<file path="src/rtl/async_tx_pkg.sv">
package async_tx_pkg;

    typedef enum logic [2:0] {
        ST_IDLE,
        ST_START,
        ST_DATA,
        ST_PARITY,
        ST_ADDR,
        ST_STOP
    } tx_state_t;

    // frame settings captured at the start of a frame
    typedef struct packed {
        logic [2:0] wlen;
        logic       par_en;
        logic       par_bit;
        logic       addr_en;
        logic       addr_bit;
        logic       two_stop;
    } frame_cfg_t;

endpackage

</file>
<file path="src/rtl/async_tx_baud.sv">
module async_tx_baud #(
    parameter int DIV_W = 16
) (
    input  logic             clk,
    input  logic             rst_n,
    input  logic             restart,
    input  logic             active,
    input  logic [DIV_W-1:0] div,
    output logic             tick
);
    localparam int LEN_W = DIV_W + 4;

    logic [LEN_W-1:0] len_q;
    logic [LEN_W-1:0] cnt_q;
    logic [LEN_W-1:0] len_new;

    always_comb begin
        if (div == '0) begin
            len_new = LEN_W'(16);
        end else begin
            len_new = (LEN_W'(div) + LEN_W'(1)) << 3;
        end
    end

    assign tick = active && (cnt_q == len_q - LEN_W'(1));

    always_ff @(posedge clk or negedge rst_n) begin
        if (!rst_n) begin
            len_q <= LEN_W'(16);
            cnt_q <= '0;
        end else if (restart) begin
            len_q <= len_new;
            cnt_q <= '0;
        end else if (tick) begin
            cnt_q <= '0;
        end else if (active) begin
            cnt_q <= cnt_q + LEN_W'(1);
        end
    end

    // the bit counter never runs past the latched bit length
    p_cnt_bound_r2: assert property (@(posedge clk) disable iff (!rst_n)
        active |-> (cnt_q < len_q));

endmodule

</file>
<file path="src/rtl/async_tx_hold.sv">
module async_tx_hold #(
    parameter int DATA_W = 8
) (
    input  logic              clk,
    input  logic              rst_n,
    input  logic              wr_en,
    input  logic [DATA_W-1:0] wr_data,
    input  logic              wr_addr_bit,
    input  logic              take,
    output logic              full,
    output logic [DATA_W-1:0] data,
    output logic              addr_bit
);
    logic accept;
    assign accept = wr_en && !full;

    always_ff @(posedge clk or negedge rst_n) begin
        if (!rst_n) begin
            full     <= 1'b0;
            data     <= '0;
            addr_bit <= 1'b0;
        end else if (accept) begin
            full     <= 1'b1;
            data     <= wr_data;
            addr_bit <= wr_addr_bit;
        end else if (take) begin
            full     <= 1'b0;
        end
    end

    // a write into a full buffer leaves the stored character alone
    p_drop_full_write_r8: assert property (@(posedge clk) disable iff (!rst_n)
        (full && wr_en && !take) |=> (full && $stable(data) && $stable(addr_bit)));

    // a transfer to the shifter frees the buffer
    p_take_frees_r7: assert property (@(posedge clk) disable iff (!rst_n)
        take |=> !full);

endmodule

</file>
<file path="src/rtl/async_tx_shift.sv">
module async_tx_shift
    import async_tx_pkg::*;
#(
    parameter int DATA_W = 8,
    parameter int WL_W   = 3
) (
    input  logic              clk,
    input  logic              rst_n,
    input  logic              tx_en,
    input  logic              hold_full,
    input  logic [DATA_W-1:0] hold_data,
    input  logic              hold_addr,
    input  logic [WL_W-1:0]   word_len,
    input  logic              par_en,
    input  logic              par_odd,
    input  logic              stop_two,
    input  logic              addr_mode,
    input  logic              tick,
    output logic              load,
    output logic              active,
    output logic              txd
);
    localparam int IDX_W = WL_W;

    tx_state_t         state_q, state_d;
    frame_cfg_t        cfg_q;
    frame_cfg_t        cfg_new;
    logic [DATA_W-1:0] sh_q;
    logic [IDX_W-1:0]  idx_q, idx_d;
    logic [DATA_W-1:0] mask;
    logic              last_stop;

    // parity over the selected data bits only
    always_comb begin
        mask             = {DATA_W{1'b1}} >> (DATA_W - 1 - int'(word_len));
        cfg_new.wlen     = word_len;
        cfg_new.par_en   = par_en;
        cfg_new.par_bit  = (^(hold_data & mask)) ^ par_odd;
        cfg_new.addr_en  = addr_mode;
        cfg_new.addr_bit = hold_addr;
        cfg_new.two_stop = stop_two;
    end

    assign last_stop = (state_q == ST_STOP) && tick &&
                       (!cfg_q.two_stop || idx_q != '0);

    assign load = hold_full && tx_en &&
                  ((state_q == ST_IDLE) || last_stop);

    assign active = (state_q != ST_IDLE);

    // next-state logic
    always_comb begin
        state_d = state_q;
        idx_d   = idx_q;
        if (load) begin
            state_d = ST_START;
            idx_d   = '0;
        end else if (tick) begin
            unique case (state_q)
                ST_IDLE: begin
                    state_d = ST_IDLE;
                end
                ST_START: begin
                    state_d = ST_DATA;
                    idx_d   = '0;
                end
                ST_DATA: begin
                    if (idx_q == cfg_q.wlen) begin
                        idx_d = '0;
                        if (cfg_q.par_en) begin
                            state_d = ST_PARITY;
                        end else if (cfg_q.addr_en) begin
                            state_d = ST_ADDR;
                        end else begin
                            state_d = ST_STOP;
                        end
                    end else begin
                        idx_d = idx_q + IDX_W'(1);
                    end
                end
                ST_PARITY: begin
                    state_d = cfg_q.addr_en ? ST_ADDR : ST_STOP;
                    idx_d   = '0;
                end
                ST_ADDR: begin
                    state_d = ST_STOP;
                    idx_d   = '0;
                end
                ST_STOP: begin
                    if (last_stop) begin
                        state_d = ST_IDLE;
                    end else begin
                        idx_d = IDX_W'(1);
                    end
                end
                default: state_d = ST_IDLE;
            endcase
        end
    end

    // state register
    always_ff @(posedge clk or negedge rst_n) begin
        if (!rst_n) begin
            state_q <= ST_IDLE;
            idx_q   <= '0;
            cfg_q   <= '0;
            sh_q    <= '0;
        end else begin
            state_q <= state_d;
            idx_q   <= idx_d;
            if (load) begin
                cfg_q <= cfg_new;
                sh_q  <= hold_data;
            end else if (tick && state_q == ST_DATA) begin
                sh_q  <= sh_q >> 1;
            end
        end
    end

    // output process
    always_comb begin
        unique case (state_q)
            ST_IDLE:   txd = 1'b1;
            ST_START:  txd = 1'b0;
            ST_DATA:   txd = sh_q[0];
            ST_PARITY: txd = cfg_q.par_bit;
            ST_ADDR:   txd = cfg_q.addr_bit;
            ST_STOP:   txd = 1'b1;
            default:   txd = 1'b1;
        endcase
    end

    // while disabled, no frame leaves the idle state
    p_no_start_disabled_r10: assert property (@(posedge clk) disable iff (!rst_n)
        (state_q == ST_IDLE && !tx_en) |=> (state_q == ST_IDLE));

    // the cycle after a frame starts the line is low
    p_start_low_r3: assert property (@(posedge clk) disable iff (!rst_n)
        load |=> !txd);

    // data index stays inside the configured word
    p_idx_bound_r3: assert property (@(posedge clk) disable iff (!rst_n)
        (state_q == ST_DATA) |-> (idx_q <= cfg_q.wlen));

endmodule

</file>
<file path="src/rtl/async_tx.sv">
module async_tx
    import async_tx_pkg::*;
#(
    parameter int DATA_W = 8,
    parameter int DIV_W  = 16,
    parameter int WL_W   = 3
) (
    input  logic              clk,
    input  logic              rst_n,
    input  logic              wr_en,
    input  logic [DATA_W-1:0] wr_data,
    input  logic              wr_addr_bit,
    input  logic              tx_en,
    input  logic              irq_en,
    input  logic [WL_W-1:0]   word_len,
    input  logic              par_en,
    input  logic              par_odd,
    input  logic              stop_two,
    input  logic              addr_mode,
    input  logic [DIV_W-1:0]  baud_div,
    output logic              txd,
    output logic              tx_rdy,
    output logic              tx_empty,
    output logic              tx_irq
);
    logic              hold_full;
    logic [DATA_W-1:0] hold_data;
    logic              hold_addr;
    logic              load;
    logic              active;
    logic              tick;

    async_tx_hold #(.DATA_W(DATA_W)) u_hold (
        .clk         (clk),
        .rst_n       (rst_n),
        .wr_en       (wr_en),
        .wr_data     (wr_data),
        .wr_addr_bit (wr_addr_bit),
        .take        (load),
        .full        (hold_full),
        .data        (hold_data),
        .addr_bit    (hold_addr)
    );

    async_tx_baud #(.DIV_W(DIV_W)) u_baud (
        .clk     (clk),
        .rst_n   (rst_n),
        .restart (load),
        .active  (active),
        .div     (baud_div),
        .tick    (tick)
    );

    async_tx_shift #(.DATA_W(DATA_W), .WL_W(WL_W)) u_shift (
        .clk       (clk),
        .rst_n     (rst_n),
        .tx_en     (tx_en),
        .hold_full (hold_full),
        .hold_data (hold_data),
        .hold_addr (hold_addr),
        .word_len  (word_len),
        .par_en    (par_en),
        .par_odd   (par_odd),
        .stop_two  (stop_two),
        .addr_mode (addr_mode),
        .tick      (tick),
        .load      (load),
        .active    (active),
        .txd       (txd)
    );

    assign tx_rdy   = !hold_full;
    assign tx_empty = !hold_full && !active;
    assign tx_irq   = irq_en && tx_rdy;

    // an empty transmitter holds the line at the idle level
    p_empty_idle_r9: assert property (@(posedge clk) disable iff (!rst_n)
        tx_empty |-> (txd && tx_rdy));

    // a write accepted into an idle, enabled transmitter starts a frame next edge
    p_write_starts_r7: assert property (@(posedge clk) disable iff (!rst_n)
        (wr_en && tx_empty && tx_en) |=> (!tx_rdy && !tx_empty));

endmodule

</file>
<file path="config.mk">
export PLATFORM = sky130hd
export DESIGN_NAME = async_tx
export DESIGN_NICKNAME = d
export VERILOG_FILES = /design/src/rtl/async_tx_pkg.sv /design/src/rtl/async_tx_baud.sv /design/src/rtl/async_tx_hold.sv /design/src/rtl/async_tx_shift.sv /design/src/rtl/async_tx.sv
export SDC_FILE = /design/constraint.sdc
export NUM_CORES = 1
export LEC_CHECK = 0
export CAP_MARGIN = 20
export CORE_MARGIN = 2
export CORE_UTILIZATION = 52
export DETAILED_ROUTE_END_ITERATION = 6
export PLACE_DENSITY = 0.86
export RECOVER_POWER = 25
export SLEW_MARGIN = 20
export SYNTH_ARGS = -nofsm -noshare
export SYNTH_HDL_FRONTEND = slang
export SYNTH_SLANG_ARGS = --single-unit
</file>
<file path="constraint.sdc">
create_clock -name clk -period 3 [get_ports clk]
set_clock_uncertainty 0.05 [all_clocks]
set_input_delay 0.9 -clock clk [delete_from_list [all_inputs] [get_ports clk]]
set_output_delay 0.9 -clock clk [all_outputs]
set_load 0.03 [all_outputs]
</file>
==> results.sh <==
export IMPL_finalSetupViolCount=37
export IMPL_dieHeight_um=96.93
export IMPL_ir_drop_v=0.0003959
export IMPL_timing_fmax_ghz=0.3038
export IMPL_min_path_type="flop to flop"
export IMPL_netlist_instances=456
export IMPL_synth_nets=499
export IMPL_timing_rr_end="u_shift.sh_q[1]"
export IMPL_synth_most_common_cell="dfrtp_1"
export IMPL_grt_pass1_vias=3600
export IMPL_coreArea_mm2=0.008299
export IMPL_grt_pass1_wl_mm=16.96
export IMPL_maxCapViolCount=0
export IMPL_wire_per_inst_um=21.15
export IMPL_final_period_utilization=1.097
export IMPL_io_pins=41
export IMPL_ys_flop_type="dfrtp_1"
export IMPL_htree_levels=3
export IMPL_clk_latency_ns=0.37
export IMPL_p_per_area_mw_per_mm2=350.1
export IMPL_first_iter_violations=428
export IMPL_antenna_found_initial=1
export IMPL_grt_overflow=0
export IMPL_initial_core_util=0.5411
export IMPL_clkTransAtPathRegs_ns=0.09
export IMPL_fill_cells=520
export IMPL_worst_pin_slew_ns=1.378
export IMPL_drt_pass1_iterations=6
export IMPL_syn_to_final_growth_pct=30.26
export IMPL_cp_start_kind="flop"
export IMPL_io_buffer_count=40
export IMPL_register_area_mm2=0.001733
export IMPL_die_area_mm2=0.009395
export IMPL_rrSetupSlack_ns=-0.29
export IMPL_status="finished, violations left"
export IMPL_worst_slack_ns=-0.2922
export IMPL_failed_checks="negative setup slack"
export IMPL_place_area_mm2=0.005174
export IMPL_place_congestion=0.8696
export IMPL_grt_setup_unrepaired="true"
export IMPL_synth_top_cells_by_count="dfrtp_1 (68), nor2_1 (52), xnor2_1 (37), nand2_1 (35), mux2_4 (20)"
export IMPL_grt_usage=0.2225
export IMPL_cts_buffers_inserted=9
export IMPL_finalInstanceArea_mm2=0.005849
export IMPL_p_clk_frac=0.345
export IMPL_period_needed_ns=3.292
export IMPL_internal_power_uw=1446
export IMPL_ys_ff_latch=69
export IMPL_cts_sinks=69
export IMPL_crit_path_end_kind="flop"
export IMPL_path_max_fanout=8
export IMPL_pwr_share_seq=0.510
export IMPL_vias=4159
export IMPL_totalWireLength_mm=13.85
export IMPL_multi_input_area_mm2=0.002815
export IMPL_nNetsFinal=587
export IMPL_switching_share=0.2938
export IMPL_ant_nets=0
export IMPL_r2r_start="u_baud.len_q[8]"
export IMPL_slew_headroom=0.08145
export IMPL_yosysWarnings=0
export IMPL_async_flop_share=1.000
export IMPL_total_switching_power_uw=601.7
export IMPL_required_ns=3.20
export IMPL_crit_start="u_baud.len_q[8]"
export IMPL_finalHoldViolations=0
export IMPL_synth_top_cell_by_area="dfrtp_1"
export IMPL_synth_top_area_frac=0.3789
export IMPL_maxSlewViolCount=0
export IMPL_netlist_cell_type_count=65
export IMPL_crit_arrival_ns=3.49
export IMPL_via_per_inst=6.350
export IMPL_syn_avg_cell_area_um2=9.848
export IMPL_cts_tree="done"
export IMPL_combPwrFrac=0.144
export IMPL_critPathKind="flop to flop"
export IMPL_synth_area_top_cells="dfrtp_1 (38%), xnor2_1 (7.2%), mux2_4 (6.7%)"
export IMPL_crit_path_end="u_shift.sh_q[1]"
export IMPL_die_x_um=96.93
export IMPL_rows=33
export IMPL_dp_hpwl_mm=7.525
export IMPL_drc_errors=0
export IMPL_final_cells=655
export IMPL_synth_edf_count=0
export IMPL_syn_area_mm2=0.004491
export IMPL_grt_max_degree=39
export IMPL_ctsRootBufferMaster="clkbuf_8"
export IMPL_leakage_uw=0.002612
export IMPL_yosysSeqAreaShare=0.3848
export IMPL_dp_cells=612
export IMPL_drive_above_1_share=0.2641
export IMPL_r2r_cells=10
export IMPL_clockBufferDepth=2
==> flip-flops by register name (all words and copies together), names as in the netlist <==
name             count
u_shift.cfg_q        8
u_baud.cnt_q        20
u_shift.sh_q         8
u_hold.full          1
u_hold.data          8
u_hold.addr_bit      1
u_baud.len_q        17
u_shift.idx_q        3
u_shift.state_q      3
==> cells by family after synthesis <==
group                    Yosys count  synth area share
multiplexers                      52            0.1454
XOR/XNOR                          54            0.1053
AND/OR/NAND/NOR                  185            0.2243
buffers and inverters             29           0.03065
flip-flops                        69            0.3848
adder cells (fa/ha/maj)            7           0.01895
AO/OA/AOI/OAI                     60           0.09056
==> routing by layer <==
metal	wire length, um	track usage	vias to the layer above
met5	0	0	-
met4	726	0.09317	0
met3	1039	0.03396	81
met2	6784	0.3846	274
met1	5301	0.2774	2018
li1	-	-	1786
==> what timing repair did <==
| action | in CTS | in global routing |
|---|---|---|
| resized for setup | 13 | 40 |
| pin swaps | 6 | 10 |
| cloned | 1 | 5 |
| hold buffers | 0 | 0 |
| hold endpoints to repair | 0 | 0 |
| buffers inserted | 3 | 17 |
| endpoints found under the setup margin | 18 | 53 |
==> cell usage in the layout (no fill, tap or decap), types with 9 or more instances in the layout <==
| cell type | count |
|---|---|
| nor3_1 | 12 |
| nor2b_1 | 11 |
| nor2_1 | 52 |
| a21oi_1 | 10 |
| clkdlybuf4s50_1 | 36 |
| and3_1 | 10 |
| buf_4 | 30 |
| xor2_1 | 17 |
| mux2_4 | 35 |
| buf_6 | 11 |
| xnor2_1 | 37 |
| dfrtp_1 | 64 |
| clkbuf_8 | 9 |
| nand2_1 | 33 |
| inv_1 | 14 |
| mux2_2 | 11 |
| o21ai_0 | 14 |
| nand3_1 | 11 |
==> worst min path at each step <==
| stage | slack, ns | cells after the start | to | start |
|---|---|---|---|---|
| 2_1_floorplan | 0.40 | 1 | u_shift.cfg_q[1] | u_hold.addr_bit |
| 5_1_grt | 0.50 | 1 | u_shift.cfg_q[0] | u_shift.cfg_q[0] |
| 6_report | 0.48 | 1 | u_shift.cfg_q[0] | u_shift.cfg_q[0] |
| 4_1_cts | 0.45 | 1 | u_shift.cfg_q[1] | u_hold.addr_bit |
| 3_5_place_dp | 0.43 | 1 | u_shift.cfg_q[1] | u_hold.addr_bit |
| 3_3_place_gp | 0.41 | 1 | u_shift.cfg_q[1] | u_hold.addr_bit |
==> through the flow <==
step                setup TNS, ns  power, uW  hold slack (ns)    util  worst slack, ns
floorplan                       0       1210           0.4041       -         0.003949
global placement                0       1321           0.4142  0.6234          0.05740
detailed placement       -0.09048       1344           0.4280  0.6234         -0.01368
CTS                             0       2012           0.4480  0.6560         0.003795
global route               -7.956       2110           0.4951  0.7045          -0.3054
finish                     -5.705       2048           0.4827  0.7048          -0.2922
==> critical path: stages, from the launching register on <==
cell	delay, ns
dfrtp_2	0.46
nor4_4	0.34
buf_6	0.18
a41oi_1	0.22
nor4b_2	0.45
nand3b_1	0.18
nand4bb_4	0.25
nor4_4	0.24
buf_6	0.20
mux2_4	0.32
mux2_4	0.28
==> power by group through the flow <==
stage          clock [uW]  combinational (uW)  sequential (uW)
6_report              707                 296             1050
3_3_place_gp            0                 268             1050
4_1_cts               685                 287             1040
5_1_grt               739                 319             1050
3_5_place_dp            0                 286             1060
2_1_floorplan           0                 174             1040
==> cell type report <==
cell class,count,share of cell area
antenna,1,0.0004278
clock inverter,7,0.008770
sequential,69,0.2963
clock buffer,9,0.02118
timing repair buffer,91,0.1600
inverter,15,0.009626
tap,105,0.02246
multi-input combinational,358,0.4813
Power figures use the tool's default switching activity.
